File: src/rtl/mpd_pkg.sv
package mpd_pkg;

    typedef enum logic [1:0] {
        ST_NORMAL = 2'd0,
        ST_PARK   = 2'd1,
        ST_DIVIDE = 2'd2,
        ST_SHUT   = 2'd3
    } mpd_state_t;

endpackage

File: src/rtl/mpd_half_decode.sv
module mpd_half_decode #(
    parameter int CODE_W   = 4,
    parameter int DIV_BASE = 34,
    parameter int DEF_CODE = 8,
    parameter int CNT_W    = 5
) (
    input  logic [CODE_W-1:0] code,
    output logic [CNT_W-1:0]  half
);
    // The divisor is DIV_BASE - 2*code, so half a period is DIV_BASE/2 - code.
    localparam int HALF_BASE = DIV_BASE / 2;
    localparam int DEF_HALF  = HALF_BASE - DEF_CODE;

    always_comb begin
        if (code == '0) begin
            half = CNT_W'(DEF_HALF);
        end else begin
            half = CNT_W'(HALF_BASE) - CNT_W'(code);
        end
    end
endmodule

File: src/rtl/mpd_phase_counter.sv
module mpd_phase_counter #(
    parameter int CNT_W = 5
) (
    input  logic             clk,
    input  logic             rst_n,
    input  logic             clear,
    input  logic             run,
    input  logic [CNT_W-1:0] limit,
    output logic             tick
);
    logic [CNT_W-1:0] cnt;

    assign tick = run && (cnt >= (limit - CNT_W'(1)));

    always_ff @(posedge clk or negedge rst_n) begin
        if (!rst_n) begin
            cnt <= '0;
        end else if (clear) begin
            cnt <= '0;
        end else if (run) begin
            if (tick) begin
                cnt <= '0;
            end else begin
                cnt <= cnt + CNT_W'(1);
            end
        end
    end

    // The count advances by one on each running cycle that does not end a phase.
    AST_CNT_STEP: assert property (@(posedge clk) disable iff (!rst_n)
        (run && !clear && !tick) |=> (cnt == $past(cnt) + CNT_W'(1)));

    // After the last cycle of a phase the count starts again from zero.
    AST_CNT_WRAP: assert property (@(posedge clk) disable iff (!rst_n)
        (tick || clear) |=> (cnt == '0));
endmodule

File: src/rtl/mpd_seq.sv
module mpd_seq
    import mpd_pkg::*;
#(
    parameter int CNT_W    = 5,
    parameter int PARK_LEN = 2
) (
    input  logic             clk,
    input  logic             rst_n,
    input  logic             mclk_syn,
    input  logic             out_en,
    input  logic             pd_n,
    input  logic             pd_mode,
    input  logic [CNT_W-1:0] half,
    input  logic             tick,
    output logic             cnt_clear,
    output logic             cnt_run,
    output logic [CNT_W-1:0] cnt_limit,
    output logic             mclk_q,
    output logic             drive_q
);
    mpd_state_t state, nxt;

    // State register
    always_ff @(posedge clk or negedge rst_n) begin
        if (!rst_n) begin
            state <= ST_NORMAL;
        end else begin
            state <= nxt;
        end
    end

    // Next-state logic
    always_comb begin
        nxt = state;
        unique case (state)
            ST_NORMAL: if (!pd_n) nxt = pd_mode ? ST_SHUT : ST_PARK;
            ST_PARK: begin
                if (pd_n) begin
                    nxt = ST_NORMAL;
                end else if (tick) begin
                    nxt = ST_DIVIDE;
                end
            end
            ST_DIVIDE: if (pd_n) nxt = ST_NORMAL;
            ST_SHUT:   if (pd_n) nxt = ST_NORMAL;
        endcase
    end

    assign cnt_clear = (state != nxt);
    assign cnt_run   = (state == ST_PARK) || (state == ST_DIVIDE);
    assign cnt_limit = (state == ST_PARK) ? CNT_W'(PARK_LEN) : half;

    // Output register
    always_ff @(posedge clk or negedge rst_n) begin
        if (!rst_n) begin
            mclk_q  <= 1'b0;
            drive_q <= 1'b0;
        end else begin
            drive_q <= out_en && (nxt != ST_SHUT);
            unique case (nxt)
                ST_NORMAL: mclk_q <= mclk_syn;
                ST_PARK:   mclk_q <= 1'b1;
                ST_DIVIDE: begin
                    if (state != ST_DIVIDE) begin
                        mclk_q <= 1'b0;
                    end else if (tick) begin
                        mclk_q <= ~mclk_q;
                    end
                end
                ST_SHUT:   mclk_q <= 1'b0;
            endcase
        end
    end

    AST_PARK_HIGH: assert property (@(posedge clk) disable iff (!rst_n)
        (state == ST_NORMAL && !pd_n && !pd_mode) |=> mclk_q);

    AST_SHUT_QUIET: assert property (@(posedge clk) disable iff (!rst_n)
        (state == ST_NORMAL && !pd_n && pd_mode) |=> (!mclk_q && !drive_q));

    AST_DIV_HOLD: assert property (@(posedge clk) disable iff (!rst_n)
        (state == ST_DIVIDE && !pd_n && !tick) |=> $stable(mclk_q));

    AST_OE_GATE: assert property (@(posedge clk) disable iff (!rst_n)
        !out_en |=> !drive_q);

    AST_RELEASE: assert property (@(posedge clk) disable iff (!rst_n)
        (state != ST_NORMAL && pd_n) |=> (state == ST_NORMAL));
endmodule

File: src/rtl/mclk_pd_ctrl.sv
module mclk_pd_ctrl #(
    parameter int CODE_W   = 4,
    parameter int DIV_BASE = 34,
    parameter int DEF_CODE = 8,
    parameter int PARK_LEN = 2
) (
    input  logic              ref_clk,
    input  logic              rst_n,
    input  logic              mclk_syn,
    input  logic              out_en,
    input  logic              pd_n,
    input  logic              pd_mode,
    input  logic [CODE_W-1:0] div_code,
    output logic              mclk_o,
    output logic              mclk_drive
);
    localparam int HALF_MAX = DIV_BASE / 2 - 1;
    localparam int LIM_MAX  = (HALF_MAX > PARK_LEN) ? HALF_MAX : PARK_LEN;
    localparam int CNT_W    = $clog2(LIM_MAX + 1);

    logic [CNT_W-1:0] half;
    logic [CNT_W-1:0] cnt_limit;
    logic             cnt_clear;
    logic             cnt_run;
    logic             tick;

    mpd_half_decode #(
        .CODE_W  (CODE_W),
        .DIV_BASE(DIV_BASE),
        .DEF_CODE(DEF_CODE),
        .CNT_W   (CNT_W)
    ) u_decode (
        .code(div_code),
        .half(half)
    );

    mpd_phase_counter #(
        .CNT_W(CNT_W)
    ) u_counter (
        .clk  (ref_clk),
        .rst_n(rst_n),
        .clear(cnt_clear),
        .run  (cnt_run),
        .limit(cnt_limit),
        .tick (tick)
    );

    mpd_seq #(
        .CNT_W   (CNT_W),
        .PARK_LEN(PARK_LEN)
    ) u_seq (
        .clk      (ref_clk),
        .rst_n    (rst_n),
        .mclk_syn (mclk_syn),
        .out_en   (out_en),
        .pd_n     (pd_n),
        .pd_mode  (pd_mode),
        .half     (half),
        .tick     (tick),
        .cnt_clear(cnt_clear),
        .cnt_run  (cnt_run),
        .cnt_limit(cnt_limit),
        .mclk_q   (mclk_o),
        .drive_q  (mclk_drive)
    );

    // While released from power-down with the driver enabled, the pin forwards the input.
    AST_PASS_THRU: assert property (@(posedge ref_clk) disable iff (!rst_n)
        (pd_n && $past(pd_n) && $past(pd_n, 2)) |=> (mclk_o == $past(mclk_syn)));

    AST_DRIVE_RESET: assert property (@(posedge ref_clk)
        !rst_n |-> (!mclk_drive && !mclk_o));
endmodule

File: config.mk
export PLATFORM = sky130hd
export DESIGN_NAME = mclk_pd_ctrl
export DESIGN_NICKNAME = d
export VERILOG_FILES = /design/src/rtl/mpd_pkg.sv /design/src/rtl/mpd_half_decode.sv /design/src/rtl/mpd_phase_counter.sv /design/src/rtl/mpd_seq.sv /design/src/rtl/mclk_pd_ctrl.sv
export SDC_FILE = /design/constraint.sdc
export NUM_CORES = 1
export LEC_CHECK = 0
export CAP_MARGIN = 15
export CORE_MARGIN = 2
export CORE_UTILIZATION = 57
export CTS_CLUSTER_DIAMETER = 30
export CTS_CLUSTER_SIZE = 14
export DETAILED_ROUTE_END_ITERATION = 10
export PLACE_DENSITY = 0.8
export SLEW_MARGIN = 15
export SYNTH_ARGS = -nofsm -noshare
export SYNTH_HDL_FRONTEND = slang
export SYNTH_SLANG_ARGS = --single-unit
File: constraint.sdc
create_clock -name ref_clk -period 6.9 [get_ports ref_clk]
set_input_delay 1.035 -clock ref_clk [delete_from_list [all_inputs] [get_ports ref_clk]]
set_output_delay 1.035 -clock ref_clk [all_outputs]
set_load 0.01 [all_outputs]
==> results of run 1 <==
cells in the final DEF, fill, tap and decap left out, types with 2 or more instances in the layout:
| master | instances |
|---|---|
| xor2_1 | 4 |
| nand4_1 | 2 |
| dfrtp_1 | 9 |
| o21ai_2 | 3 |
| inv_1 | 9 |
| clkbuf_4 | 3 |
| nand3_1 | 3 |
| a21oi_1 | 4 |
| nor3_1 | 4 |
| nor2_1 | 7 |
| nand2b_1 | 3 |
| ha_1 | 12 |
| xnor2_1 | 3 |
| nand2_1 | 4 |
| clkdlybuf4s50_1 | 11 |
| a21o_1 | 2 |
per-stage QoR:
step / power (mW) / area [um^2] / utilization [%]
4_1_cts: 0.3830 / 1002 / 68.11
6_report: 0.3804 / 1002 / 68.11
3_5_place_dp: 0.3438 / 975.9 / 66.33
5_1_grt: 0.4150 / 1002 / 68.11
3_3_place_gp: 0.3372 / 975.9 / 66.33
2_1_floorplan: 0.3025 / 868.3 / -
flip-flops by register name, summed over array words and instances (netlist names):
signal,flops
u_seq.mclk_q,1
u_seq.state,2
u_counter.cnt,5
u_seq.drive_q,1
synth_stat cells (all sizes together):
master | number | area share [%]
ha | 12 | 17
mux2 | 2 | 3.0
o211ai | 1 | 0.86
dfrtp | 9 | 26
nor3 | 4 | 2.3
inv | 9 | 3.9
o21ai | 5 | 4.2
a22oi | 2 | 3.9
a31oi | 1 | 0.72
nand2 | 4 | 1.7
nor2b | 1 | 0.72
a21oi | 4 | 2.3
a21o | 2 | 1.7
nand2b | 3 | 2.2
o31a | 1 | 1.0
nor4 | 1 | 0.72
nand4 | 2 | 1.4
a31o | 1 | 1.0
and3 | 1 | 1.3
xor2 | 4 | 4.0
or2 | 1 | 0.72
o21bai | 1 | 0.86
a21boi | 1 | 0.86
a22o | 1 | 1.0
nand3 | 3 | 1.7
o22ai | 2 | 2.2
a211oi | 2 | 2.3
nor3b | 1 | 1.4
nor2 | 7 | 3.0
buf | 2 | 2.6
xnor2 | 3 | 3.0
layout make-up:
class,count,area [um^2]
clock buffers,4,26.28
repair buffers,11,110.1
inverters,9,33.78
well taps,16,20.02
multi-input cells,73,586.8
fillers,137,469.2
flip-flops and latches,9,225.2
routing by layer:
metal  GRT usage, %  up-vias  part of all wire, %
met4          12.73        0                  1.1
met2          29.70       10                   46
met1          22.79      332                   50
li1               -      362                    -
met5              0        -                    0
met3          2.979        2                  2.9
kinds of logic after synthesis:
kind of cell               Yosys count  synth area share [%]
adders and majority gates           12                 17.29
buffers and inverters               11                 6.484
muxes                                2                 3.025
xor gates and xnor gates             7                 7.061
and+or+nand+nor                     28                 17.29
DFF                                  9                 25.94
AOI/OAI and AO/OA                   24                 22.91
where the power goes:
part / internal (mW) / switching, mW
Combinational: 0.118 / 0.138
Clock: 0.0220 / 0.0145
Sequential: 0.0677 / 0.0205
Total: 0.208 / 0.173
critical path: cells and delay by family:
| kind | cells | cell delay [ns] |
|---|---|---|
| simple gates | 3 | 0.35 |
| compound gates | 3 | 0.55 |
| mux | 1 | 0.37 |
| buf+inv | 2 | 0.59 |
| fa+ha+maj | 2 | 0.60 |
| xor+xnor | 1 | 0.13 |
final timing paths:
kind                            slack (ns)                            to                         start
worst max-delay path                  3.42      u_seq.mclk_q$_DFFE_PN0P_                   div_code[1]
worst max register to register        3.85      u_seq.mclk_q$_DFFE_PN0P_      u_seq.state[1]$_DFF_PN0_
min in group asynchronous             1.07       u_seq.drive_q$_DFF_PN0_                         rst_n
worst min register to register        0.57  u_counter.cnt[4]$_DFFE_PN0P_  u_counter.cnt[4]$_DFFE_PN0P_
worst min-delay path                  0.57  u_counter.cnt[4]$_DFFE_PN0P_  u_counter.cnt[4]$_DFFE_PN0P_
max in group asynchronous             5.56  u_counter.cnt[4]$_DFFE_PN0P_                         rst_n
==> summary.txt, run 1 <==
Floorplanning
  • Rows: 14
  • Die H: 43.03 um
  • IO Count: 12
  • Core footprint: 1471 um^2
  • Starting Density: 59.01%
  • Die footprint: 1852 um^2
  • Die W: 43.03 um

Global routing
  • First-pass GRT wire length: 2532 um
  • Initial antenna violation count: 0
  • Vias in the first global route: 632
  • GR Util All Layers: 18.62%
  • Largest net degree at the start of global routing: 11
  • Total grt overflow: 0

Worst setup path
  • Slowest library cell on the worst path: clkdlybuf4s50_1
  • Critical Path End Type: register
  • Cell mode on critical path: ha_1
  • Critical path fanouts, max: 5
  • Worst-path cell chain: clkdlybuf4s50_1, inv_1, ha_1, nand2_1, nor2_1, nor3b_2, xnor2_1, ha_1, a21o_1, a22oi_4, mux2_2, o22ai_2
  • Crit path DAT: 3.65 ns
  • Register-to-Register Path Depth: 11
  • WP data required: 7.07 ns
  • Startpoint class of the critical path: input port
  • Max stage delay on crit path: 0.53 ns
  • CP Class: in -> reg

Timing
  • Final hold violations: 0
  • Setup ws final: 3.424 ns
  • Hold slack final: 0.5694 ns
  • Rel. slew slack: 75.31%
  • Unrepaired setup endpoints after global routing: false
  • Fin Clk Skew: 0.001420 ns
  • Minimum clock period: 3.476 ns
  • Slew Limit Fails: 0
  • Tcrit/Tclk final: 50.38%
  • Worst-margin pin slew: 0.3693 ns
  • Max Freq: 287.7 MHz
  • Final Setup Violations: 0
  • Fin Setup TNS: 0 ns

Run
  • MaxCap Viol Count: 0

Place
  • Pre-CTS setup slack: 3.169 ns
  • PortBufs: 11
  • Global placer's final weighted congestion: 0.8532
  • Final HPWL DP: 1262 um
  • Placed cells: 118

Detailed routing
  • 1st-pass router iterations: 4
  • Vias: 706
  • Mean routed wirelength per cell: 12.57 um
  • Residual DRC: 0
  • Via-per-instance ratio: 5.787
  • Antenna-violating nets left: 0
  • Post-Route WL: 1534 um
  • Starting DRT DRC Count: 2

Power
  • Worst VDD drop: 257.2 uV
  • Leakage power: 0.4669 nW
  • Power Density: 379.6 nW/um^2

Cells and area
  • # nets final: 129
  • Area growth from synthesis to layout: 15.42%
  • Layout cell share with drive strength beyond 1: 15.09%
  • Ant. Diodes: 0
  • Layout Cells excl Fill: 122

Clocking
  • Clock Latency Late Sink: 0.24 ns
  • Clock Pin Slew Worst Setup and Hold Paths: 0.05 ns
  • Post-CTS Setup Bufs: 0
  • Sink Count: 9
  • CTS-repair resized insts: 0
  • TritonCTS clock tree: yes
  • Root buffer cell: clkbuf_4
  • Hold-fix buffers at CTS: 0
  • Clock Tree Buf Depth: 2
  • CTS Buf Count: 3
  • H-Tree Depth: 1

Yosys
  • Synthesized area: 868.3 um^2
  • Mapped Nets: 115
  • Post-Synthesis Cells: 93
  • Count of different cell masters after synthesis: 37
  • Sequential area share after synthesis: 25.94%
  • Synth warnings: 0
  • Post-synthesis register bit count: 9
  • Mean Syn Cell Area: 9.337 um^2

Run status
  • Status: finished, final reports clean

Worst hold path
  • Hold Path Depth: 2
  • Worst Hold Class: reg -> reg
(Power assumes the default switching activity.)
==> run 2: changes to the inputs <==
CORE_UTILIZATION = 48   (was 57)
PLACE_DENSITY = 0.71   (was 0.8)
clock period = 3 ns   (was 6.9 ns; I/O delays follow)
==> run 2 against run 1 <==
Effect of this change:
- sequential share of layout area down 1.2 points
- critical endpoint unchanged
- critical path type is now reg -> reg
- flip-flop and latch count is the same
- via count rose by 2.8%
- combinational power rose to 2.5 times the previous value
- first-iteration DRC count grew 50%
==> summary.txt, run 2 (same netlist as run 1, synthesis figures left out) <==
Timing
  • Final hold violations: 0
  • Hold slack final: 0.4876 ns
  • Worst-margin pin slew: 0.3965 ns
  • Max Freq: 357.0 MHz
  • Setup ws final: 0.1992 ns
  • Rel. slew slack: 73.48%
  • Final Setup Violations: 0
  • Unrepaired setup endpoints after global routing: false
  • Minimum clock period: 2.801 ns
  • Slew Limit Fails: 0
  • Fin Setup TNS: 0 ns
  • Tcrit/Tclk final: 93.36%
  • Fin Clk Skew: 0.0003217 ns

Detailed routing
  • Mean routed wirelength per cell: 12.90 um
  • Post-Route WL: 1767 um
  • Residual DRC: 0
  • Antenna-violating nets left: 0
  • 1st-pass router iterations: 4
  • Vias: 726
  • Via-per-instance ratio: 5.299
  • Starting DRT DRC Count: 3

Cells and area
  • Area growth from synthesis to layout: 21.90%
  • Register ranked first by flip-flop count: u_counter.cnt
  • Layout Cells excl Fill: 137
  • # nets final: 135
  • Commonest non-fill, non-tap cell in the layout: ha_1
  • Storage cell area: 225.2 um^2
  • Commonest non-fill, non-tap cells in the layout: ha_1 (12), clkdlybuf4s50_1 (11), inv_1 (9), dfrtp_1 (9), nor2_1 (7)
  • Ant. Diodes: 0
  • Area occupied by multi-input gates: 586.8 um^2
  • Largest regs: u_counter.cnt x5, u_seq.state x2
  • Layout cell share with drive strength beyond 1: 19.64%
  • Largest register FFs: 5
  • FILL cells: 162

Floorplanning
  • Core footprint: 1708 um^2
  • Starting Density: 50.84%
  • Rows: 15
  • Die H: 46.53 um
  • Die W: 46.53 um
  • IO Count: 12
  • Die footprint: 2165 um^2

Worst setup path
  • RR Endpoint: u_seq.mclk_q$_DFFE_PN0P_
  • CP Class: reg -> reg
  • Register-to-Register Path Depth: 10
  • Startpoint class of the critical path: register
  • Critical path fanouts, max: 5
  • WP data required: 3.18 ns
  • FF-to-FF Start: u_seq.state[0]$_DFF_PN0_
  • Critical Path End Type: register
  • Crit path DAT: 2.98 ns
  • R2R setup slack: 0.20 ns

Power
  • Power Density: 876.0 nW/um^2
  • Leakage power: 0.4952 nW
  • Clk pwr share: 9.7%
  • Final Power: 927.3 uW
  • Comb pwr share: 69.9%
  • Switching Power: 418.6 uW
  • Sw Share: 45.14%
  • Internal power: 508.7 uW
  • Worst VDD drop: 457.2 uV
  • Sequential power share: 20.4%

Run
  • MaxCap Viol Count: 0

Place
  • PortBufs: 11
  • Final HPWL DP: 1450 um
  • Pre-CTS setup slack: -0.03801 ns
  • Global placer's final weighted congestion: 0.7693
  • Placed cells: 133

Global routing
  • Vias in the first global route: 707
  • Largest net degree at the start of global routing: 10
  • GR Util All Layers: 20.24%
  • Total grt overflow: 0
  • Initial antenna violation count: 0
  • First-pass GRT wire length: 3056 um

Clocking
  • CTS Buf Count: 3
  • Hold-fix buffers at CTS: 0
  • CTS-repair resized insts: 0
  • Post-CTS Setup Bufs: 0
  • H-Tree Depth: 1
  • Root buffer cell: clkbuf_4
  • Sink Count: 9
  • Clock Tree Buf Depth: 2
  • TritonCTS clock tree: yes
  • Clock Latency Late Sink: 0.25 ns
  • Clock Pin Slew Worst Setup and Hold Paths: 0.06 ns

Run status
  • Status: finished, final reports clean

Worst hold path
  • Worst Hold Class: in -> async
==> run 2: metrics by stage <==
stage                     util, %  instance area, um^2
after floorplan                 -                868.3
after global placement      60.44                 1032
after CTS                   61.98                 1059
final                       61.98                 1059
after global routing        61.98                 1059
after detailed placement    60.44                 1032
==> run 2: power groups by stage <==
stage               Clock [mW]  Combinational, mW  Sequential, mW
floorplan                    0              0.508           0.188
global placement             0              0.628           0.189
detailed placement           0              0.644           0.191
CTS                     0.0934              0.650           0.189
global route            0.0992              0.722           0.194
finish                  0.0896              0.648           0.189
==> run 2: worst max-delay path by stage <==
| stage | from | endpoint | depth (start not counted) |
|---|---|---|---|
| floorplan | u_seq.state[1]$_DFF_PN0_ | u_seq.mclk_q$_DFFE_PN0P_ | 12 |
| detailed placement | div_code[2] | u_seq.mclk_q$_DFFE_PN0P_ | 12 |
| CTS | u_seq.state[0]$_DFF_PN0_ | u_seq.mclk_q$_DFFE_PN0P_ | 10 |
| finish | u_seq.state[0]$_DFF_PN0_ | u_seq.mclk_q$_DFFE_PN0P_ | 10 |
| global route | u_seq.state[0]$_DFF_PN0_ | u_seq.mclk_q$_DFFE_PN0P_ | 11 |
| global placement | div_code[1] | u_seq.mclk_q$_DFFE_PN0P_ | 12 |
==> run 2: final cells by class <==
class	instances	area share (%)
Sequential cell	9	21.28
Timing Repair Buffer	17	14.66
Clock buffer	4	2.482
Inverter	9	3.191
Tap cell	25	2.955
Multi-Input combinational cell	73	55.44
==> run 2: worst max-delay path, stage by stage (launching register included) <==
cell and delay (ns):
dfrtp_1 0.44, ha_1 0.29, or2_2 0.31, ha_1 0.21, nor3b_2 0.16, xnor2_1 0.13
ha_1 0.32, a21o_1 0.23, a22oi_4 0.21, mux2_2 0.36, o22ai_2 0.08
==> run 2: metal layers <==
| layer | up-vias | GRT usage (%) | routed length [um] |
|---|---|---|---|
| met3 | 4 | 2.353 | 54 |
| met4 | 0 | 10.29 | 31 |
| met5 | - | 0 | 0 |
| li1 | 369 | - | - |
| met1 | 339 | 27.71 | 840 |
| met2 | 14 | 31.11 | 841 |
